<file path="src/rtl/pgwalk_pkg.sv">
package pgwalk_pkg;

    typedef enum logic [1:0] {
        SEG_USER_LOW   = 2'd0,
        SEG_USER_STACK = 2'd1,
        SEG_KDIRECT    = 2'd2
    } seg_e;

    typedef enum logic [1:0] {
        FLT_NONE   = 2'd0,
        FLT_ABSENT = 2'd1,
        FLT_DENIED = 2'd2
    } fault_e;

    typedef enum logic [1:0] {
        ST_IDLE  = 2'd0,
        ST_ISSUE = 2'd1,
        ST_WAIT  = 2'd2,
        ST_DONE  = 2'd3
    } state_e;

    // permission nibble positions
    localparam int PERM_W  = 4;
    localparam int PERM_KR = 0;
    localparam int PERM_KW = 1;
    localparam int PERM_UR = 2;
    localparam int PERM_UW = 3;

    // entry layout
    localparam int PTE_VALID_BIT = 0;
    localparam int PTE_PERM_LSB  = 1;

endpackage

</file>
<file path="src/rtl/pgwalk_seg_decode.sv">
module pgwalk_seg_decode
    import pgwalk_pkg::*;
(
    input  logic [1:0] top_bits,
    output seg_e       seg
);
    always_comb begin
        case (top_bits)
            2'b10:   seg = SEG_KDIRECT;
            2'b11:   seg = SEG_USER_STACK;
            default: seg = SEG_USER_LOW;
        endcase
    end
endmodule

</file>
<file path="src/rtl/pgwalk_perm_check.sv">
module pgwalk_perm_check
    import pgwalk_pkg::*;
(
    input  logic [PERM_W-1:0] perm,
    input  logic              is_user,
    input  logic              is_write,
    output logic              allow
);
    always_comb begin
        case ({is_user, is_write})
            2'b00:   allow = perm[PERM_KR];
            2'b01:   allow = perm[PERM_KW];
            2'b10:   allow = perm[PERM_UR];
            default: allow = perm[PERM_UW];
        endcase
    end
endmodule

</file>
<file path="src/rtl/pgwalk_index_sel.sv">
module pgwalk_index_sel #(
    parameter int OFS_W  = 13,
    parameter int IDX_W  = 10,
    parameter int LEVELS = 3,
    localparam int TVA_W = OFS_W + LEVELS * IDX_W,
    localparam int LVL_W = $clog2(LEVELS + 1)
) (
    input  logic [TVA_W-1:0] va,
    input  logic [LVL_W-1:0] lvl,
    output logic [IDX_W-1:0] idx
);
    logic [IDX_W-1:0] idx_by_lvl [LEVELS];

    // level 1 takes the topmost index field
    for (genvar g = 0; g < LEVELS; g++) begin : g_lvl
        assign idx_by_lvl[g] = va[OFS_W + (LEVELS - 1 - g) * IDX_W +: IDX_W];
    end

    always_comb begin
        idx = '0;
        for (int k = 0; k < LEVELS; k++) begin
            if (lvl == LVL_W'(k + 1)) idx = idx_by_lvl[k];
        end
    end
endmodule

</file>
<file path="src/rtl/pgwalk_top.sv">
module pgwalk_top
    import pgwalk_pkg::*;
#(
    parameter int VA_W        = 64,
    parameter int PA_W        = 40,
    parameter int OFS_W       = 13,
    parameter int IDX_W       = 10,
    parameter int LEVELS      = 3,
    parameter int PTE_W       = 64,
    parameter int PTE_PFN_LSB = 32
) (
    input  logic                    clk,
    input  logic                    rst_n,
    input  logic                    req_valid,
    output logic                    req_ready,
    input  logic [VA_W-1:0]         req_va,
    input  logic                    req_write,
    input  logic                    req_user,
    input  logic [PA_W-OFS_W-1:0]   ptbr_pfn,
    output logic                    mem_rd_valid,
    input  logic                    mem_rd_ready,
    output logic [PA_W-1:0]         mem_rd_addr,
    input  logic                    mem_rsp_valid,
    input  logic [PTE_W-1:0]        mem_rsp_data,
    output logic                    rsp_valid,
    output logic [PA_W-OFS_W-1:0]   rsp_pfn,
    output logic [3:0]              rsp_perm,
    output logic [1:0]              rsp_fault,
    output logic [1:0]              rsp_level
);
    localparam int PFN_W = PA_W - OFS_W;
    localparam int TVA_W = OFS_W + LEVELS * IDX_W;
    localparam int LVL_W = $clog2(LEVELS + 1);
    localparam int ENT_SHIFT = 3;

    typedef struct packed {
        state_e              st;
        logic [LVL_W-1:0]    lvl;
        logic [PFN_W-1:0]    base;
        logic [TVA_W-1:0]    va;
        logic                user;
        logic                wr;
        logic [PFN_W-1:0]    pfn;
        logic [PERM_W-1:0]   perm;
        fault_e              fault;
    } walk_t;

    walk_t walk_q, walk_d;

    seg_e                 seg;
    logic [IDX_W-1:0]     cur_idx;
    logic                 pte_valid;
    logic [PERM_W-1:0]    pte_perm;
    logic [PFN_W-1:0]     pte_pfn;
    logic                 leaf_allow;

    pgwalk_seg_decode u_seg (
        .top_bits (req_va[VA_W-1 -: 2]),
        .seg      (seg)
    );

    pgwalk_index_sel #(
        .OFS_W  (OFS_W),
        .IDX_W  (IDX_W),
        .LEVELS (LEVELS)
    ) u_idx (
        .va  (walk_q.va),
        .lvl (walk_q.lvl),
        .idx (cur_idx)
    );

    assign pte_valid = mem_rsp_data[PTE_VALID_BIT];
    assign pte_perm  = mem_rsp_data[PTE_PERM_LSB +: PERM_W];
    assign pte_pfn   = mem_rsp_data[PTE_PFN_LSB +: PFN_W];

    pgwalk_perm_check u_perm (
        .perm     (pte_perm),
        .is_user  (walk_q.user),
        .is_write (walk_q.wr),
        .allow    (leaf_allow)
    );

    always_comb begin
        walk_d = walk_q;
        case (walk_q.st)
            ST_IDLE: begin
                if (req_valid) begin
                    walk_d.va   = req_va[TVA_W-1:0];
                    walk_d.user = req_user;
                    walk_d.wr   = req_write;
                    walk_d.pfn  = '0;
                    walk_d.perm = '0;
                    walk_d.fault = FLT_NONE;
                    if (seg == SEG_KDIRECT) begin
                        walk_d.st  = ST_DONE;
                        walk_d.lvl = '0;
                        if (req_user) begin
                            walk_d.fault = FLT_DENIED;
                        end else begin
                            walk_d.pfn = req_va[PA_W-1:OFS_W];
                            walk_d.perm[PERM_KR] = 1'b1;
                            walk_d.perm[PERM_KW] = 1'b1;
                        end
                    end else begin
                        walk_d.st   = ST_ISSUE;
                        walk_d.lvl  = LVL_W'(1);
                        walk_d.base = ptbr_pfn;
                    end
                end
            end
            ST_ISSUE: begin
                if (mem_rd_ready) walk_d.st = ST_WAIT;
            end
            ST_WAIT: begin
                if (mem_rsp_valid) begin
                    if (!pte_valid) begin
                        walk_d.st    = ST_DONE;
                        walk_d.fault = FLT_ABSENT;
                    end else if (walk_q.lvl == LVL_W'(LEVELS)) begin
                        walk_d.st = ST_DONE;
                        if (leaf_allow) begin
                            walk_d.pfn  = pte_pfn;
                            walk_d.perm = pte_perm;
                        end else begin
                            walk_d.fault = FLT_DENIED;
                        end
                    end else begin
                        walk_d.st   = ST_ISSUE;
                        walk_d.base = pte_pfn;
                        walk_d.lvl  = walk_q.lvl + LVL_W'(1);
                    end
                end
            end
            default: begin
                walk_d.st = ST_IDLE;
            end
        endcase
    end

    always_ff @(posedge clk) begin
        if (!rst_n) begin
            walk_q <= '0;
        end else begin
            walk_q <= walk_d;
        end
    end

    assign req_ready    = (walk_q.st == ST_IDLE);
    assign mem_rd_valid = (walk_q.st == ST_ISSUE);
    assign mem_rd_addr  = {walk_q.base, {OFS_W{1'b0}}}
                        + ({{(PA_W-IDX_W){1'b0}}, cur_idx} << ENT_SHIFT);
    assign rsp_valid    = (walk_q.st == ST_DONE);
    assign rsp_pfn      = walk_q.pfn;
    assign rsp_perm     = walk_q.perm;
    assign rsp_fault    = walk_q.fault;
    assign rsp_level    = 2'(walk_q.lvl);

    // no second request taken while a walk is open
    a_r10_busy_after_accept: assert property (@(posedge clk) disable iff (!rst_n)
        (req_valid && req_ready) |=> !req_ready);

    // result is a single pulse followed by idle
    a_r10_single_pulse: assert property (@(posedge clk) disable iff (!rst_n)
        rsp_valid |=> (!rsp_valid && req_ready));

    // stalled read keeps its address
    a_r11_hold_request: assert property (@(posedge clk) disable iff (!rst_n)
        (mem_rd_valid && !mem_rd_ready) |=> (mem_rd_valid && $stable(mem_rd_addr)));

    // entry reads are eight-byte aligned
    a_r4_entry_aligned: assert property (@(posedge clk) disable iff (!rst_n)
        mem_rd_valid |-> (mem_rd_addr[ENT_SHIFT-1:0] == '0));

    // absent fault always names a table level
    a_r7_absent_level: assert property (@(posedge clk) disable iff (!rst_n)
        (rsp_valid && rsp_fault == FLT_ABSENT) |-> (rsp_level != 2'd0));

    // direct region never touches memory
    a_r9_direct_no_read: assert property (@(posedge clk) disable iff (!rst_n)
        (req_valid && req_ready && seg == SEG_KDIRECT) |=> (!mem_rd_valid && rsp_valid));

endmodule

</file>
<file path="config.mk">
export PLATFORM = sky130hd
export DESIGN_NAME = pgwalk_top
export DESIGN_NICKNAME = d
export VERILOG_FILES = /design/src/rtl/pgwalk_pkg.sv /design/src/rtl/pgwalk_seg_decode.sv /design/src/rtl/pgwalk_perm_check.sv /design/src/rtl/pgwalk_index_sel.sv /design/src/rtl/pgwalk_top.sv
export SDC_FILE = /design/constraint.sdc
export NUM_CORES = 1
export LEC_CHECK = 0
export ABC_AREA = 1
export BUFFER_PORTS_ARGS = -buffer_cell sky130_fd_sc_hd__clkbuf_2
export CORE_ASPECT_RATIO = 1.75
export CORE_MARGIN = 3
export CORE_UTILIZATION = 52
export DETAILED_ROUTE_END_ITERATION = 6
export GPL_TIMING_DRIVEN = 0
export PLACE_DENSITY = 0.93
export SLEW_MARGIN = 40
export SYNTH_ARGS = -nofsm -noshare
export SYNTH_HDL_FRONTEND = slang
export SYNTH_SLANG_ARGS = --single-unit
</file>
<file path="constraint.sdc">
create_clock -name clk -period 2.4 [get_ports clk]
set_input_delay 0.24 -clock clk [delete_from_list [all_inputs] [get_ports clk]]
set_output_delay 0.24 -clock clk [all_outputs]
set_load 0.01 [all_outputs]
</file>
==> results of run 1 <==
-- stage by stage --
stage	util (%)	total power [mW]	setup WS, ns	cell area (sq um)	instances
4_1_cts	66.2	5.77	0.244	6820	1180
3_5_place_dp	63.2	4.22	0.609	6500	1165
3_3_place_gp	63.2	4.17	0.586	6500	1165
5_1_grt	66.2	6.12	0.0838	6820	1180
2_1_floorplan	-	3.53	0.928	5500	868
6_report	66.2	5.79	0.221	6820	1180
-- kinds of logic after synthesis --
group,synth area share (%)
simple gates,28.5
buf+inv,18.7
compound gates,17.0
flops,35.0
fa+ha+maj,0.684
other cells,0.0683
-- critical path, stage by stage (launching register included) --
cell	delay [ns]
dfxtp_1	0.43
ha_1	0.18
clkbuf_1	0.38
nand2_1	0.15
o211ai_1	0.18
o21a_1	0.14
clkbuf_2	0.13
-- cell usage in the layout, fill, tap and decap left out --
cell / n
nor2_1: 215
clkbuf_2: 170
nand2_1: 105
dfxtp_1: 96
inv_1: 74
o21ai_0: 73
buf_4: 68
nand3_1: 64
a21oi_1: 64
clkbuf_1: 34
buf_2: 15
o21ai_1: 15
o21a_1: 11
o211ai_1: 10
clkbuf_16: 9
buf_1: 5
nor2_2: 3
nand2_2: 3
ha_1: 3
conb_1: 3
inv_2: 2
clkinv_2: 2
bufinv_16: 2
nor3_1: 1
inv_4: 1
o22ai_1: 1
a21boi_0: 1
inv_6: 1
inv_8: 1
clkinvlp_4: 1
-- power by group --
part           internal [mW]  switching (mW)  total (mW)
clock                  0.917           0.652        1.57
combinational          0.922            1.21        2.13
sequential              1.90           0.195        2.09
-- per-layer routing --
| metal | vias to the layer above | wire (um) | global-route usage (%) |
|---|---|---|---|
| li1 | 3037 | - | - |
| met1 | 2706 | 6260 | 29.0 |
| met2 | 293 | 9080 | 55.2 |
| met3 | 74 | 1130 | 4.18 |
| met4 | 0 | 1100 | 18.2 |
| met5 | - | 0 | 0 |
-- registers in the layout, indices dropped and copies added, names as in the netlist --
signal,flops
rsp_level,2
walk_q,61
rsp_pfn,27
rsp_fault,2
rsp_perm,4
-- final cells by class --
cell class              count  area share [%]
clock inverters             6            1.36
flip-flops and latches     96            28.2
multi-input cells         572            37.3
well taps                 127            2.33
repair buffers            170            12.5
plain buffers             122            10.7
clock buffers               9            3.30
inverters                  78            4.35
-- worst max-delay path by stage --
stage / from / endpoint / slack (ns) / cells past startpoint
after floorplan: rsp_level[0] / walk_q[91] / 0.93 / 8
after global placement: rsp_level[0] / mem_rd_addr[8] / 0.59 / 6
after detailed placement: walk_q[107] / rsp_pfn[10] / 0.61 / 8
after CTS: rsp_level[0] / mem_rd_addr[8] / 0.24 / 6
after global routing: rsp_level[0] / mem_rd_addr[5] / 0.08 / 6
final: rsp_level[0] / mem_rd_addr[5] / 0.22 / 6
==> impl_metrics.json, run 1 <==
{
  "status": "finished, final reports clean",
  "ant_nets": 0,
  "min_to": "walk_q[76]",
  "fmax_mhz": 459,
  "min_path_cells": 3,
  "hold_path_class": "input pin to register",
  "synthTopCellsByArea": "dfxtp_1, nor2_1, buf_4, nand2_1, o21ai_0",
  "seqCellArea_sq_um": 1920,
  "drc": 0,
  "ys.warnings.count": 0,
  "slew_headroom_pct": 61.8,
  "gr-total-overflow": 0,
  "hpwl_um": 14200,
  "ir_drop_mv": 0.471,
  "setup_viol": 0,
  "synth_enable_flop_cells": 0,
  "endpoint_kind": "output pin",
  "clockRootBuffer": "clkbuf_16",
  "num_rows": 49,
  "r2r_slack_ns": 0.59,
  "grt_pass1_wl_um": 27400,
  "whs_ns": 0.121,
  "synth_ff_type": "dfxtp_1",
  "vias": 6110,
  "cap_violations": 0,
  "synth.most_common_cell": "nor2_1",
  "path_class": "register to output pin",
  "hold_viol": 0,
  "drt_iter0_drc": 386,
  "rr_endpoint": "rsp_pfn[12]",
  "ys_ff_latch": 96,
  "tritoncts": "built",
  "ys_seq_area_share_pct": 35.0,
  "crit_fanout": 10,
  "grt_usage_pct": 29.0,
  "die_height_um": 142,
  "drv_slew": 0,
  "setup_tns_ns": 0,
  "io_pins": 240,
  "r2r_cells": 7,
  "post_drt_wl_per_cell_um": 14.9,
  "fp.coreArea_sq_um": 10300,
  "die_x_um": 83.7,
  "skew_ns": 0.0102,
  "syn_area_sq_um": 5490,
  "synth_cell_type_count": 24,
  "postCtsSetupBuffers": 0,
  "synth.top_cell.area_share_pct": 35.0,
  "fin_crit_sh_pct": 90.8,
  "fin_crit_ns": 2.18,
  "grt_max_degree": 17,
  "portBuffers": 170,
  "vias_per_cell": 5.18,
  "synthArstFlopShare_pct": 0,
  "first_pass_iters": 7,
  "clk_pin_slew_ns": 0.07,
  "antenna_found_initial": 0,
  "cts_made_buffers": 9,
  "multi_input_area_sq_um": 2540,
  "avgSynthCellArea_sq_um": 6.34,
  "die_area_sq_um": 11900,
  "htreeDepth": 3,
  "antenna-diode-count": 0,
  "yosys.area.top_type": "dfxtp_1",
  "fillers": 996,
  "clock-sinks": 96,
  "cts_hold_buf": 0,
  "p_per_area_nw_per_um2": 849,
  "min-delay-start": "req_va[41]",
  "leakage_nw": 3.62,
  "globalplace.congestion": 0.968,
  "r2r_start": "rsp_level[0]",
  "start_util_pct": 53.3,
  "synth_common_cells": "nor2_1, nand2_1, dfxtp_1",
  "crit_path_start_kind": "register",
  "drive_gt1_share_pct": 26.4,
  "clk_latency_ns": 0.36,
  "finalNetCount": 1214,
  "tightest_slew_ns": 0.573,
  "rsz0062_at_grt": "no",
  "wl_um": 17600,
  "cp.arrival_ns": 1.94,
  "synthCells": 866,
  "critPathRequiredTime_ns": 2.16,
  "grt_pass1_vias": 5896,
  "ctsResizeCount": 0,
  "syn2layout_area_growth_pct": 24.3,
  "cts_max_path_buffers": 2
}
(Power assumes the default switching activity.)
==> inputs of run 2 (changes only) <==
- CORE_UTILIZATION: 52 -> 25
- PLACE_DENSITY: 0.93 -> 0.54
- SKIP_LAST_GASP: default -> 1
- clock period: 2.4 -> 2.71 ns (I/O delays scaled with it)
==> run 2 against run 1 <==
  * Setup slack improved by 0.22 ns
  * Critical endpoint is now mem_rd_addr[10]
  * Critical path type unchanged
  * Utilization fell by 34 points
  * Sequential power fell by 12%
==> impl_metrics.json, run 2 (synthesized netlist as in run 1, its figures left out) <==
{
  "top_register": "walk_q",
  "crit_chain": "ha_1, clkbuf_1, nand2_1, o211ai_1, o21a_1, clkbuf_2",
  "clockRootBuffer": "clkbuf_16",
  "fmax_mhz": 440,
  "seqCellArea_sq_um": 1920,
  "slew_headroom_pct": 59.2,
  "crit_path_start_kind": "register",
  "portBuffers": 170,
  "grt_pass1_vias": 5681,
  "vias": 5733,
  "cts_made_buffers": 9,
  "vias_per_cell": 4.26,
  "leakage_nw": 3.60,
  "critPathMaxStageDelay_ns": 0.42,
  "wl_met1_um": 7720,
  "die_x_um": 118,
  "die_height_um": 202,
  "antenna_found_initial": 2,
  "globalplace.congestion": 0.901,
  "drt_iter0_drc": 281,
  "crit_buf_inv": 2,
  "start_util_pct": 25.5,
  "finalNetCount": 1214,
  "first_pass_iters": 5,
  "multi_input_area_sq_um": 2540,
  "crit_fanout": 10,
  "grt_pass1_wl_um": 30600,
  "final_core_util_pct": 32.6,
  "design_area_sq_um": 7000,
  "grt_usage_pct": 16.6,
  "clock-sinks": 96,
  "p_per_area_nw_per_um2": 715,
  "dpl-instance-area_sq_um": 6710,
  "hpwl_um": 16700,
  "rsz0062_at_grt": "no",
  "syn2layout_area_growth_pct": 27.6,
  "ir_drop_mv": 0.270,
  "min-delay-start": "req_va[41]",
  "drive_gt1_share_pct": 26.3,
  "setup_viol": 0,
  "fillers": 2518,
  "grt_max_degree": 16,
  "gr-total-overflow": 0,
  "skew_ns": 0.0102,
  "drv_slew": 0,
  "met2_length_um": 10700,
  "hold_viol": 0,
  "endpoint_kind": "output pin",
  "drc": 0,
  "largest_reg_flops": 61,
  "wl_um": 19900,
  "hold_path_class": "input pin to register",
  "ant_nets": 0,
  "cts_hold_buf": 0,
  "topRoutingLayerUsed": "met4",
  "cts_max_path_buffers": 2,
  "most-common-layout-cells": "nor2_1, clkbuf_2, nand2_1",
  "ctsResizeCount": 0,
  "htreeDepth": 3,
  "io_pins": 240,
  "r2r_start": "rsp_level[0]",
  "fp.coreArea_sq_um": 21500,
  "layout_commonest_cell": "nor2_1",
  "num_rows": 71,
  "path_delay_family": "buffers and inverters",
  "crit_slowest_cell": "dfxtp_1",
  "worst_slack_ns": 0.438,
  "post-place-ws_ns": 0.762,
  "clk_pin_slew_ns": 0.07,
  "die_area_sq_um": 23800,
  "postCtsSetupBuffers": 0,
  "startpoint": "rsp_level[0]",
  "fin_crit_sh_pct": 83.9,
  "cp.arrival_ns": 2.00,
  "status": "finished, final reports clean",
  "clk_latency_ns": 0.35,
  "cap_violations": 0,
  "fin_crit_ns": 2.27,
  "critPathRequiredTime_ns": 2.44,
  "post_drt_wl_per_cell_um": 14.8,
  "setup_tns_ns": 0,
  "tightest_slew_ns": 0.612,
  "wl_met3_um": 792,
  "tritoncts": "built",
  "path_class": "register to output pin"
}
-- run 2: where the power goes --
group	leakage, nW	internal [mW]	switching [mW]
sequential	0.793	1.68	0.153
combinational	2.67	0.817	1.08
clock	0.135	0.712	0.569
total	3.60	3.21	1.80
-- run 2: area by class of cell --
| class | instances | area share, % |
|---|---|---|
| antenna | 2 | 0.0715 |
| buffer | 122 | 10.5 |
| clock buffer | 10 | 3.27 |
| clock inverter | 5 | 0.840 |
| inverter | 78 | 4.23 |
| multi-input combinational | 572 | 36.3 |
| sequential | 96 | 27.4 |
| tap | 292 | 5.22 |
| timing repair buffer | 170 | 12.1 |
-- run 2: worst paths after layout --
check | depth (start not counted) | slack (ns) | to
setup / recovery | 6 | 0.44 | mem_rd_addr[10]
hold / removal | 3 | 0.14 | walk_q[76]
setup reg to reg | 8 | 0.88 | walk_q[94]
hold reg to reg | 2 | 0.45 | rsp_fault[1]
-- run 2: metrics by stage --
step	hold WS [ns]	total power [mW]	cells
after floorplan	0.406	3.13	868
after global routing	0.154	5.37	1347
final	0.139	5.01	1347
after detailed placement	0.437	3.78	1330
after CTS	0.129	5.09	1345
after global placement	0.438	3.77	1330
-- run 2: worst register-to-register path, cell delays in order (launching register included) --
cell and delay [ns]:
dfxtp_1 0.36, ha_1 0.26, inv_1 0.12, nand2_1 0.08, a21oi_1 0.23, nand2_2 0.21, buf_2 0.24, o21ai_0 0.17
nor2_1 0.05
-- run 2: per-layer routing --
layer,track usage [%],vias up
li1,-,3037
met2,31.7,162
met5,0,-
met4,8.30,0
met3,2.35,37
met1,17.4,2497
==> inputs of run 3 (changes only) <==
- PLACE_DENSITY: 0.54 -> 0.55
- clock period: 2.71 -> 1.8 ns (I/O delays scaled with it)
==> run 3 against run 2 <==
  * First-iteration DRC count rose by 14%
  * Count of clock-buffer cells in the layout did not move
  * Cell area rose by 2.5%
  * The flow now finishes with violations (setup timing)
  * Final cell count rose by 0.30%
  * Combinational power rose by 57%
  * Critical path type unchanged
  * Largest cell class unchanged
==> impl_metrics.json, run 3 (synthesized netlist as in run 1, its figures left out) <==
{
  "fp.coreArea_sq_um": 21500,
  "io_pins": 240,
  "post_drt_wl_per_cell_um": 14.9,
  "hold_path_class": "input pin to register",
  "num_rows": 71,
  "path_class": "register to output pin",
  "drc": 0,
  "slew_headroom_pct": 56.3,
  "wl_um": 20100,
  "power_frac_seq_pct": 35.6,
  "rsz0062_at_grt": "yes",
  "antenna-diode-count": 0,
  "portBuffers": 170,
  "cap_violations": 0,
  "grt_pass1_wl_um": 31300,
  "p_per_area_nw_per_um2": 1090,
  "crit_path_start_kind": "register",
  "drv_slew": 0,
  "vias": 5825,
  "largest_reg_flops": 61,
  "gr-total-overflow": 0,
  "skew_ns": 0.0159,
  "hpwl_um": 16400,
  "clk_pin_slew_ns": 0.08,
  "die_x_um": 118,
  "most-common-layout-cells": "nor2_1, clkbuf_2, nand2_1",
  "pwr-share-comb_pct": 38.2,
  "setup_viol": 10,
  "cts_hold_buf": 0,
  "first_pass_iters": 5,
  "vias_per_cell": 4.31,
  "fmax_mhz": 535,
  "leakage_nw": 3.70,
  "met2_length_um": 10500,
  "critPathRequiredTime_ns": 1.62,
  "switching_share_pct": 36.2,
  "worst_slack_ns": -0.0681,
  "die_area_sq_um": 23800,
  "antenna_found_initial": 0,
  "drt_iter0_drc": 321,
  "ant_nets": 0,
  "syn2layout_area_growth_pct": 30.8,
  "htreeDepth": 3,
  "status": "finished with violations",
  "die_height_um": 202,
  "ir_drop_mv": 0.447,
  "grt_usage_pct": 16.9,
  "power_mw": 7.81,
  "topRoutingLayerUsed": "met4",
  "clock-sinks": 96,
  "tritoncts": "built",
  "top_register": "walk_q",
  "globalplace.congestion": 0.888,
  "cts_max_path_buffers": 2,
  "wl_met3_um": 971,
  "dpl-instance-area_sq_um": 6710,
  "drive_gt1_share_pct": 29.3,
  "cp.arrival_ns": 1.69,
  "wl_met1_um": 7840,
  "endpoint_kind": "output pin",
  "cts_made_buffers": 9,
  "layout_commonest_cell": "nor2_1",
  "tightest_slew_ns": 0.656,
  "start_util_pct": 25.5,
  "grt_max_degree": 17,
  "fin_crit_sh_pct": 104,
  "switchingPower_mw": 2.83,
  "clk_latency_ns": 0.36,
  "finalNetCount": 1219,
  "clockRootBuffer": "clkbuf_16",
  "fin_crit_ns": 1.87,
  "design_area_sq_um": 7180,
  "power.internal_mw": 4.98,
  "post-place-ws_ns": -0.0408,
  "hold_viol": 0,
  "p_clk_share_pct": 26.2,
  "crit_fanout": 5,
  "failed_checks": "setup timing",
  "grt_pass1_vias": 5875
}
==> run 3: changes by cell type in the layout (fill, tap and decap cells not counted), sizes merged <==
cell,before,now
inv,77,80
buf,88,95
clkinvlp,2,0
clkbuf,214,212
diode,2,0
==> run 3: power by group through the flow <==
stage	Combinational (mW)	Sequential (mW)	Clock (mW)
2_1_floorplan	1.97	2.73	0
3_3_place_gp	2.88	2.81	0
3_5_place_dp	2.89	2.81	0
4_1_cts	2.98	2.78	2.09
5_1_grt	3.36	2.83	2.15
6_report	2.98	2.78	2.05
==> run 3: metrics by stage <==
stage | util, % | hold WS [ns] | setup TNS (ns) | cells
global placement | 31.2 | 0.407 | -0.0463 | 1330
floorplan | - | 0.315 | 0 | 868
detailed placement | 31.2 | 0.407 | -0.128 | 1330
global route | 33.4 | 0.0305 | -1.08 | 1351
finish | 33.4 | 0.0314 | -0.330 | 1351
CTS | 33.2 | 0.0274 | -0.366 | 1350
==> run 3: final timing paths <==
kind	start	endpoint	slack (ns)	cells after the start
worst max-delay path	rsp_level[0]	mem_rd_addr[11]	-0.07	6
worst min-delay path	req_va[42]	walk_q[77]	0.03	3
worst max register to register	walk_q[107]	walk_q[103]	0.10	6
worst min register to register	rsp_fault[1]	rsp_fault[1]	0.45	2
==> run 3: final cells by class <==
class	count	area, sq um
tap	292	365
sequential	96	1930
clock inverter	6	66.3
fill	2465	14300
buffer	121	769
multi-input combinational	572	2590
timing repair buffer	176	912
clock buffer	10	239
inverter	78	303
==> run 3: worst max-delay path, cell delays in order (launching register included) <==
cell	delay, ns
dfxtp_4	0.39
inv_4	0.04
ha_4	0.16
clkbuf_8	0.14
o211ai_1	0.28
o21a_1	0.18
clkbuf_2	0.12
==> run 3: timing repair <==
action | CTS | global route
setup endpoints to repair | 29 | 79
resized for setup | 27 | 28
gates cloned | 1 | 0
pin swaps | 5 | 5
setup buffers | 4 | 1
==> run 3: per-layer routing <==
metal  global-route usage (%)  vias to the layer above
met5                        0                        -
met4                     8.22                        0
met3                     2.86                       42
met2                     31.3                      188
met1                     18.4                     2546
li1                         -                     3049
